File: src/rtl/ctr_pkg.sv
package ctr_pkg;
   typedef enum logic [1:0] {
      CTR_PULSE  = 2'd0,
      CTR_LEVEL  = 2'd1,
      CTR_RELOAD = 2'd2,
      CTR_SPARE  = 2'd3
   } ctr_mode_e;
endpackage

File: src/rtl/ctr_line_sel.sv
module ctr_line_sel #(
   parameter int NUM_LINES = 4
) (
   input  logic [NUM_LINES-1:0] lines,
   input  logic [NUM_LINES-1:0] mask,
   output logic                 hit
);
   assign hit = |(lines & mask);
endmodule

File: src/rtl/ctr_segment.sv
module ctr_segment #(
   parameter int SEG_W = 12
) (
   input  logic             clk,
   input  logic             arst_n,
   input  logic             clr,
   input  logic             live,
   input  logic             adv,
   input  logic             cin,
   output logic [SEG_W-1:0] inc_val
);
   logic [SEG_W-1:0] q;

   // value this segment would hold after an advance; zero when not chained
   assign inc_val = live ? (q + {{(SEG_W-1){1'b0}}, cin}) : '0;

   always_ff @(posedge clk or negedge arst_n) begin
      if (!arst_n)          q <= '0;
      else if (clr || !live) q <= '0;
      else if (adv)          q <= inc_val;
   end
endmodule

File: src/rtl/ctr_fire.sv
module ctr_fire
   import ctr_pkg::*;
(
   input  logic       clk,
   input  logic       arst_n,
   input  logic [1:0] mode,
   input  logic       ce,
   input  logic       clr,
   input  logic       hit,
   output logic       adv,
   output logic       seg_clr,
   output logic       act_out
);
   ctr_mode_e m;
   logic out_q, spent_q, out_d, spent_d;
   logic fire_once, fire_any;

   assign m         = ctr_mode_e'(mode);
   assign fire_any  = ce & hit;
   assign fire_once = fire_any & ~spent_q;

   always_comb begin
      adv     = ce;
      out_d   = fire_once;
      spent_d = spent_q | fire_once;
      seg_clr = clr;
      unique case (m)
         CTR_LEVEL: begin
            adv     = ce & ~out_q;
            out_d   = out_q | (adv & hit);
            spent_d = spent_q;
         end
         CTR_RELOAD: begin
            out_d   = fire_any;
            spent_d = spent_q;
            seg_clr = clr | fire_any;
         end
         default: ;
      endcase
      if (clr) begin
         out_d   = 1'b0;
         spent_d = 1'b0;
      end
   end

   always_ff @(posedge clk or negedge arst_n) begin
      if (!arst_n) begin
         out_q   <= 1'b0;
         spent_q <= 1'b0;
      end else begin
         out_q   <= out_d;
         spent_q <= spent_d;
      end
   end

   assign act_out = out_q;
endmodule

File: src/rtl/cascade_counter_elem.sv
module cascade_counter_elem
   import ctr_pkg::*;
#(
   parameter int SEG_W     = 12,
   parameter int MAX_SEGS  = 4,
   parameter int NUM_LINES = 4,
   localparam int SPAN_W   = (MAX_SEGS > 1) ? $clog2(MAX_SEGS) : 1,
   localparam int TOT_W    = SEG_W * MAX_SEGS
) (
   input  logic                 clk,
   input  logic                 arst_n,
   input  logic [NUM_LINES-1:0] act_lines,
   input  logic [NUM_LINES-1:0] cfg_cnt_sel,
   input  logic [NUM_LINES-1:0] cfg_clr_sel,
   input  logic [1:0]           cfg_mode,
   input  logic [SPAN_W-1:0]    cfg_span,
   input  logic [TOT_W-1:0]     cfg_target,
   output logic                 act_out
);
   if (SEG_W < 2) begin : g_bad_seg
      $error("SEG_W must be at least 2");
   end
   if (MAX_SEGS < 1 || MAX_SEGS > 4) begin : g_bad_segs
      $error("MAX_SEGS must be 1 to 4");
   end
   if (NUM_LINES < 1) begin : g_bad_lines
      $error("NUM_LINES must be at least 1");
   end

   logic ce, clr, hit, adv, seg_clr;
   logic [MAX_SEGS-1:0] carry;
   logic [TOT_W-1:0]    inc_all, tgt_eff;

   ctr_line_sel #(.NUM_LINES(NUM_LINES)) u_cnt_sel (
      .lines(act_lines), .mask(cfg_cnt_sel), .hit(ce));
   ctr_line_sel #(.NUM_LINES(NUM_LINES)) u_clr_sel (
      .lines(act_lines), .mask(cfg_clr_sel), .hit(clr));

   for (genvar g = 0; g < MAX_SEGS; g++) begin : g_seg
      logic seg_live;
      assign seg_live = (int'(cfg_span) >= g);

      if (g == 0) begin : g_base
         assign carry[g] = 1'b1;
      end else begin : g_link
         // rollover of the lower segment is seen as its advanced value reaching zero
         assign carry[g] = carry[g-1] & (inc_all[(g-1)*SEG_W +: SEG_W] == '0);
      end

      assign tgt_eff[g*SEG_W +: SEG_W] = seg_live ? cfg_target[g*SEG_W +: SEG_W] : '0;

      ctr_segment #(.SEG_W(SEG_W)) u_seg (
         .clk     (clk),
         .arst_n  (arst_n),
         .clr     (seg_clr),
         .live    (seg_live),
         .adv     (adv),
         .cin     (carry[g]),
         .inc_val (inc_all[g*SEG_W +: SEG_W])
      );
   end

   assign hit = (inc_all == tgt_eff);

   ctr_fire u_fire (
      .clk     (clk),
      .arst_n  (arst_n),
      .mode    (cfg_mode),
      .ce      (ce),
      .clr     (clr),
      .hit     (hit),
      .adv     (adv),
      .seg_clr (seg_clr),
      .act_out (act_out)
   );
endmodule

File: config.mk
export PLATFORM = sky130hd
export DESIGN_NAME = cascade_counter_elem
export DESIGN_NICKNAME = d
export VERILOG_FILES = /design/src/rtl/ctr_pkg.sv /design/src/rtl/ctr_line_sel.sv /design/src/rtl/ctr_segment.sv /design/src/rtl/ctr_fire.sv /design/src/rtl/cascade_counter_elem.sv
export SDC_FILE = /design/constraint.sdc
export NUM_CORES = 1
export LEC_CHECK = 0
export CAP_MARGIN = 20
export CORE_MARGIN = 5
export CORE_UTILIZATION = 39
export CTS_CLUSTER_DIAMETER = 200
export DETAILED_ROUTE_END_ITERATION = 7
export SLEW_MARGIN = 20
export SYNTH_ARGS = -nofsm -noshare
export SYNTH_HDL_FRONTEND = slang
export SYNTH_SLANG_ARGS = --single-unit
File: constraint.sdc
create_clock -name clk -period 9.7 [get_ports clk]
set_input_delay 0.97 -clock clk [delete_from_list [all_inputs] [get_ports clk]]
set_output_delay 0.97 -clock clk [all_outputs]
set_load 0.005 [all_outputs]
Word-level counts from Yosys, hierarchy flattened
Index checks and enable logic that the tools add are counted.
{ "totals": {"output_inout_bits": 1, "in_bits": 66, "mem_bits_rw": 0, "register_bits": 50, "romBits": 0, "latchBits": 0, "elab_cells": 66, "memories": 0} }
{ "classes": {"mux": 20, "n_addsub": 4, "shifts": 0, "div_mod_pow": 0, "n_reduce_logical": 16, "magnitude_cmp": 3, "bitwise": 13, "multipliers": 0, "n_eq_ne": 4} }
{ "ops": {"columns": ["op", "count"], "rows": [
  ["$mux W12", 14],
  ["$eq A48 B48 Y1", 1],
  ["$add A12 B1 Y12", 3],
  ["$logic_not A12 Y1", 3],
  ["$add A12 B1 Y12 const B", 1],
  ["$and A4 B4 Y4", 2],
  ["$reduce_bool A2 Y1", 4],
  ["$reduce_or A4 Y1", 2],
  ["$and A1 B1 Y1", 6],
  ["$mux W1", 5],
  ["$ge A2 B2 Y1 const B", 2],
  ["$logic_not A1 Y1", 3],
  ["$logic_or A1 B1 Y1", 3],
  ["$or A1 B1 Y1", 3],
  ["$eq A2 B1 Y1 const B", 1],
  ["$eq A2 B2 Y1 const B", 1],
  ["$ge A2 B1 Y1 const B", 1],
  ["$ne A2 B1 Y1 const B", 1],
  ["$not A1 Y1", 2],
  ["$pmux W1 S2", 1],
  ["$reduce_or A2 Y1", 1]
]} }

Depth between registers and ports, before layout
{ "depth": {"word_depth": 18, "mapped_depth": 39, "ltp_nobuf": 35} }

Modules after synthesis
From an unflattened synthesis, not the netlist that was laid out.
{ "hier_totals": {"hier_cells": 599, "area_unflattened_um2": 4758.3} }
{ "modules_own_cells": {"columns": ["mod", "cells_per_inst", "area_per_inst_um2", "n_inst"], "rows": [
  ["ctr_segment", 104, 889.6, 4],
  ["cascade_counter_elem", 161, 1012.2, 1],
  ["ctr_fire", 16, 150.1, 1],
  ["ctr_line_sel", 3, 18.8, 2]
]} }

Worst setup path before layout
OpenSTA, ideal clock, no wires.
{ "synth_timing": {"path_type": "register -> register", "start": "reg g_seg[0].u_seg.q[0]", "end": "reg g_seg[3].u_seg.q[1]", "stages_incl_launch_ff": 39, "arrival_ps": 7105, "setup_slack_ps": 2459, "setup_ps": 136, "path_buffers": 4, "path_cell_list": "dfrtp_1 ha_1 clkbuf_1 nand4_1 nor3_1 xor2_1 nor4_1 o211ai_1 inv_1 ha_1 ha_1 clkbuf_1 nand3_1 nor2_1 nand3_1 o31ai_1 nand4_1 a21oi_1 (+3 left out) nor2_1 xor2_1 or4_1 nor4_1 nand2_1 a21boi_0 ha_1 ha_1 nand3_1 xor2_1 nor3_1 a2111oi_0 nand4b_1 nor4_2 and4bb_2 buf_6 buf_6 nor3_1"} }
{ "synth_via": {"elab_chain_len": 18, "elab_cells_between_ends": 20, "classes_between": "add/sub: 4; eq/ne: 1; mux: 6; bitwise: 4; reduce/logical: 5"} }
{ "synth_lines": {"columns": ["element", "line", "text"], "rows": [
  ["from (decl)", "ctr_segment.sv:12", "logic [SEG_W-1:0] q;"],
  ["from (signal assigned)", "ctr_segment.sv:20", "else if (adv) q <= inc_val;"],
  ["$add A12 B1 Y12 (*)", "ctr_segment.sv:15", "assign inc_val = live ? (q + {{(SEG_W-1){1'b0}}, cin}) : '0;"],
  ["$logic_not A12 Y1", "cascade_counter_elem.sv:47", "assign carry[g] = carry[g-1] & (inc_all[(g-1)*SEG_W +: SEG_W] == '0);"],
  ["$add A12 B1 Y12", "ctr_segment.sv:15", null],
  ["$mux W12", "ctr_segment.sv:15", null],
  ["$logic_not A12 Y1", "cascade_counter_elem.sv:47", null],
  ["$and A1 B1 Y1", "cascade_counter_elem.sv:47", null],
  ["$add A12 B1 Y12", "ctr_segment.sv:15", null],
  ["$mux W12", "ctr_segment.sv:15", null],
  ["(+2 left out)", null, null],
  ["$add A12 B1 Y12", "ctr_segment.sv:15", null],
  ["$mux W12", "ctr_segment.sv:15", null],
  ["$eq A48 B48 Y1", "cascade_counter_elem.sv:63", "assign hit = (inc_all == tgt_eff);"],
  ["$and A1 B1 Y1", "ctr_fire.sv:19", "assign fire_any = ce & hit;"],
  ["$or A1 B1 Y1", "ctr_fire.sv:36", "seg_clr = clr | fire_any;"],
  ["$mux W1", "ctr_fire.sv:27", "unique case (m)"],
  ["$logic_or A1 B1 Y1", "ctr_segment.sv:19", "else if (clr || !live) q <= '0;"],
  ["$mux W12 / $reduce_bool A2 Y1 (equally long branches)", null, null],
  ["to (signal assigned)", "ctr_segment.sv:20", null],
  ["to (decl)", "ctr_segment.sv:12", null]
]} }
Every way passes the cells marked *; elsewhere a longest branch is shown, timed or not. The select of a mux whose other input is x is not followed.
A chain may end at the register's enable or synchronous reset.

Final worst setup path
{ "layout_timing": {"start": "reg g_seg[0].u_seg.q[0]", "end": "reg g_seg[1].u_seg.q[7]"} }
{ "layout_via": {"elab_chain_len": 18, "elab_cells_between_ends": 20, "classes_between": "add/sub: 4; eq/ne: 1; mux: 6; bitwise: 4; reduce/logical: 5"} }
{ "layout_lines": {"columns": ["element", "line"], "rows": [
  ["$add A12 B1 Y12 (*)", "ctr_segment.sv:15"],
  ["$logic_not A12 Y1", "cascade_counter_elem.sv:47"],
  ["$add A12 B1 Y12", "ctr_segment.sv:15"],
  ["$mux W12", "ctr_segment.sv:15"],
  ["$logic_not A12 Y1", "cascade_counter_elem.sv:47"],
  ["$and A1 B1 Y1", "cascade_counter_elem.sv:47"],
  ["$add A12 B1 Y12", "ctr_segment.sv:15"],
  ["$mux W12", "ctr_segment.sv:15"],
  ["(+2 left out)", null],
  ["$add A12 B1 Y12", "ctr_segment.sv:15"],
  ["$mux W12", "ctr_segment.sv:15"],
  ["$eq A48 B48 Y1", "cascade_counter_elem.sv:63"],
  ["$and A1 B1 Y1", "ctr_fire.sv:19"],
  ["$or A1 B1 Y1", "ctr_fire.sv:36"],
  ["$mux W1", "ctr_fire.sv:27"],
  ["$logic_or A1 B1 Y1", "ctr_segment.sv:19"],
  ["$mux W12 / $reduce_bool A2 Y1 (equally long branches)", null],
  ["to (signal assigned)", "ctr_segment.sv:20"],
  ["to (decl)", "ctr_segment.sv:12"]
]} }
Marks and branches as above.

==> impl_metrics.csv <==
group,metric,value,unit
outcome,status,"completed",
worst_setup_path,rr_endpoint,"g_seg[1].u_seg.q[7]$_DFFE_PN0P_",
final_layout,layout-drive-gt1-share,3.68,%
worst_setup_path,required,9.87,ns
worst_hold_path,hold_path_class,"flop to flop",
pwr,power_frac_comb,16.8,%
worst_setup_path,crit_path_start_kind,"flop",
placement,dpl_cell_area,0.00520,sq mm
yosys,synth-edff-count,0,
job,maxCapViolCount,0,
grt,grt_start_max_net_pins,51,
drt,drt_iter0_drc,341,
floorplan,io_pins,67,
drt,postRouteAntennaNets,0,
clock_network,htree_levels,2,
pwr,vdd_drop_max,64.9,uV
placement,port_buffers,66,
placement,place.gp.congestion,0.857,
drt,num_vias,4173,
timing,drv_slew,0,
drt,wl_per_cell,17.4,um
yosys,yosys.cell_types.count,57,
worst_setup_path,cp_data_arrival_time,8.97,ns
grt,grt_pass1_wl,21.7,mm
yosys,ys_async_sr_fraction,100,%
worst_setup_path,r2r_slack,0.90,ns
final_layout,fillers,1166,
pwr,p_sw_share,26.1,%
final_layout,diodes,0,
yosys,avgSynthCellArea,8.04,sq um
timing,relSlewSlack,47.0,%
clock_network,cts_buffers,5,
clock_network,cts.reportedPaths.clkPinSlew,0.07,ns
final_layout,regArea,0.00125,sq mm
worst_setup_path,slowest_stage,"dfrtp_1",
clock_network,cts-resized-gates,0,
timing,setup_violations,0,
worst_setup_path,r2r-start,"g_seg[0].u_seg.q[0]$_DFFE_PN0P_",
pwr,p_leak,0.00208,uW
worst_setup_path,crit_fanout,37,
clock_network,insertion_delay,0.30,ns
timing,rsz0062_at_grt,"no",
clock_network,cts_tree,"built",
placement,hpwl,9.64,mm
timing,hold_viol,0,
worst_setup_path,end_kind,"flop",
yosys,yosys_warnings,0,
yosys,syn_inst,563,
drt,viasPerCell,5.63,
floorplan,die_y,118,um
worst_setup_path,startpoint,"g_seg[0].u_seg.q[0]$_DFFE_PN0P_",
drt,routed_wl,12.9,mm
final_layout,multi_input_area,0.00304,sq mm
yosys,seq_area_frac_synth,27.6,%
worst_setup_path,cp_slowest_stage_delay,0.47,ns
pwr,p_per_area,93.9,mW/mm^2
yosys,ys_seq_elements,50,
clock_network,clock_path_buffers,2,
timing,finalCritPeriodShare,90.7,%
pwr,power_frac_seq,41.8,%
timing,tightest_slew,0.793,ns
drt,drc,0,
clock_network,clock_sinks,50,
pwr,p_clk_share,41.4,%
floorplan,fp.coreArea,0.0114,sq mm
timing,fmax,114,MHz
pwr,switching_power,131,uW
clock_network,post-cts-setup-buffers,0,
timing,fin_ws,0.905,ns
grt,gr-usage-all-layers,18.8,%
grt,grt_pass1_vias,4217,
worst_setup_path,crit_buf_inv,2,
yosys,postSynthNetCount,639,
drt,drtPass1Iterations,4,
floorplan,die_area,0.0139,sq mm
clock_network,clock-root-buffer,"clkbuf_16",
grt,grt_overflow,0,
floorplan,initial_core_util,39.7,%
worst_setup_path,r2r_cells,35,
worst_setup_path,worst-path-stages,35,
worst_setup_path,crit_type,"flop to flop",
worst_setup_path,endpoint,"g_seg[1].u_seg.q[7]$_DFFE_PN0P_",
pwr,p_int,373,uW
final_layout,fin_area,0.00537,sq mm
placement,dp_slack,0.880,ns
yosys,synth_ff_type,"dfrtp_1",
timing,finalCriticalPeriod,8.80,ns
worst_setup_path,crit_top_cell,"ha_1",
floorplan,rows,39,
grt,grt_antenna_before_repair,0,
timing,setup-tns-final,0,ns
clock_network,cts_hold_buf,0,
final_layout,nets,673,
final_layout,area_delta_synth_final,18.6,%
timing,finClkSkew,0.00740,ns
yosys,synth_area,0.00453,sq mm
floorplan,die_x,118,um
worst_setup_path,crit_family,"simple AND/OR/NAND/NOR gates",
==> Yosys cell counts (6+ instances only) <==
cell type	n	share of area, %
a21oi_1	10	1.1
a31oi_1	8	1.1
and3_1	8	1.1
and4_1	6	1.2
buf_2	10	1.1
clkbuf_1	27	2.2
dfrtp_1	50	28
ha_1	10	2.8
inv_1	12	0.99
mux2i_1	9	2.0
nand2_1	63	5.2
nand3_1	26	2.9
nand4_1	20	2.8
nor2_1	39	3.2
nor3_1	54	6.0
nor4_1	7	0.97
o21ai_0	11	1.2
xnor2_1	61	12
xor2_1	46	8.9
==> cell type report <==
type	instances	area share, %
timing repair buffer	70	12.8
inverter	12	0.839
sequential	50	23.3
clock buffer	5	2.33
tap	143	3.33
multi-input combinational	458	56.6
clock inverter	3	0.745
==> flip-flops by register name, indices dropped and copies added, names as in the netlist <==
register and count:
u_fire.spent_q 1, g_seg.u_seg.q 48, u_fire.act_out 1
==> logic make-up (layout without fill, tap and decap cells) <==
group	after synthesis	after routing	share of synthesized area [%]
AND/OR/NAND/NOR	260	260	30.2
XOR/XNOR	107	107	20.7
AO/OA/AOI/OAI	70	70	10.9
buffers and inverters	55	90	5.33
flip-flops	50	50	27.6
multiplexers	11	11	2.49
adder cells (fa/ha/maj)	10	10	2.76
==> power groups by stage <==
stage	registers [uW]	logic, uW	clock network, uW
after global placement	215	85.0	0
after floorplan	215	38.0	0
after CTS	211	85.8	212
final	211	84.9	209
after detailed placement	215	85.3	0
after global routing	211	92.7	219
==> cell usage in the layout (no fill, tap or decap), types with 5 or more instances in the layout <==
cell | netlist | final
dfrtp_1 | 50 | 50
o21ai_0 | 11 | 11
xnor2_1 | 61 | 61
clkbuf_16 | 0 | 5
and4_1 | 6 | 6
and2_1 | 5 | 5
nand2_1 | 63 | 63
nor3_1 | 54 | 54
o211ai_1 | 5 | 5
nor2_1 | 39 | 39
ha_1 | 10 | 10
clkdlybuf4s50_1 | 0 | 65
nor4_1 | 7 | 7
inv_1 | 12 | 12
o31ai_1 | 5 | 5
nand3_1 | 26 | 26
nand4_1 | 20 | 20
a21oi_1 | 10 | 10
a31oi_1 | 8 | 8
mux2i_1 | 9 | 9
and3_1 | 8 | 8
xor2_1 | 46 | 46
==> per-layer routing <==
metal / routed length [um] / global-route usage, %
met5: 0 / 0
met4: 127 / 4.95
met3: 619 / 3.17
met2: 6250 / 30.9
met1: 5870 / 25.7
==> metrics by stage <==
step	utilization [%]	power [uW]	std cells	hold slack [ns]
floorplan	-	253	563	0.450
global placement	45.6	300	733	0.473
detailed placement	45.6	300	733	0.502
CTS	47.0	508	741	0.520
global route	47.0	522	741	0.597
finish	47.0	504	741	0.513
==> worst min path at each step <==
stage                                     startpoint  cells past startpoint                          to
after global placement    u_fire.spent_q$_DFFE_PN0P_                      2  u_fire.spent_q$_DFFE_PN0P_
after floorplan           u_fire.spent_q$_DFFE_PN0P_                      2  u_fire.spent_q$_DFFE_PN0P_
after global routing      u_fire.spent_q$_DFFE_PN0P_                      2  u_fire.spent_q$_DFFE_PN0P_
after CTS                 u_fire.spent_q$_DFFE_PN0P_                      2  u_fire.spent_q$_DFFE_PN0P_
after detailed placement  u_fire.spent_q$_DFFE_PN0P_                      2  u_fire.spent_q$_DFFE_PN0P_
final                     u_fire.spent_q$_DFFE_PN0P_                      2  u_fire.spent_q$_DFFE_PN0P_
==> tightest hold or removal path, delay by kind of cell, from the launching register on <==
kind | cells | cell delay (ns)
flops | 1 | 0.35
simple gates | 1 | 0.06
compound gates | 1 | 0.07
(Power assumes the default switching activity.)
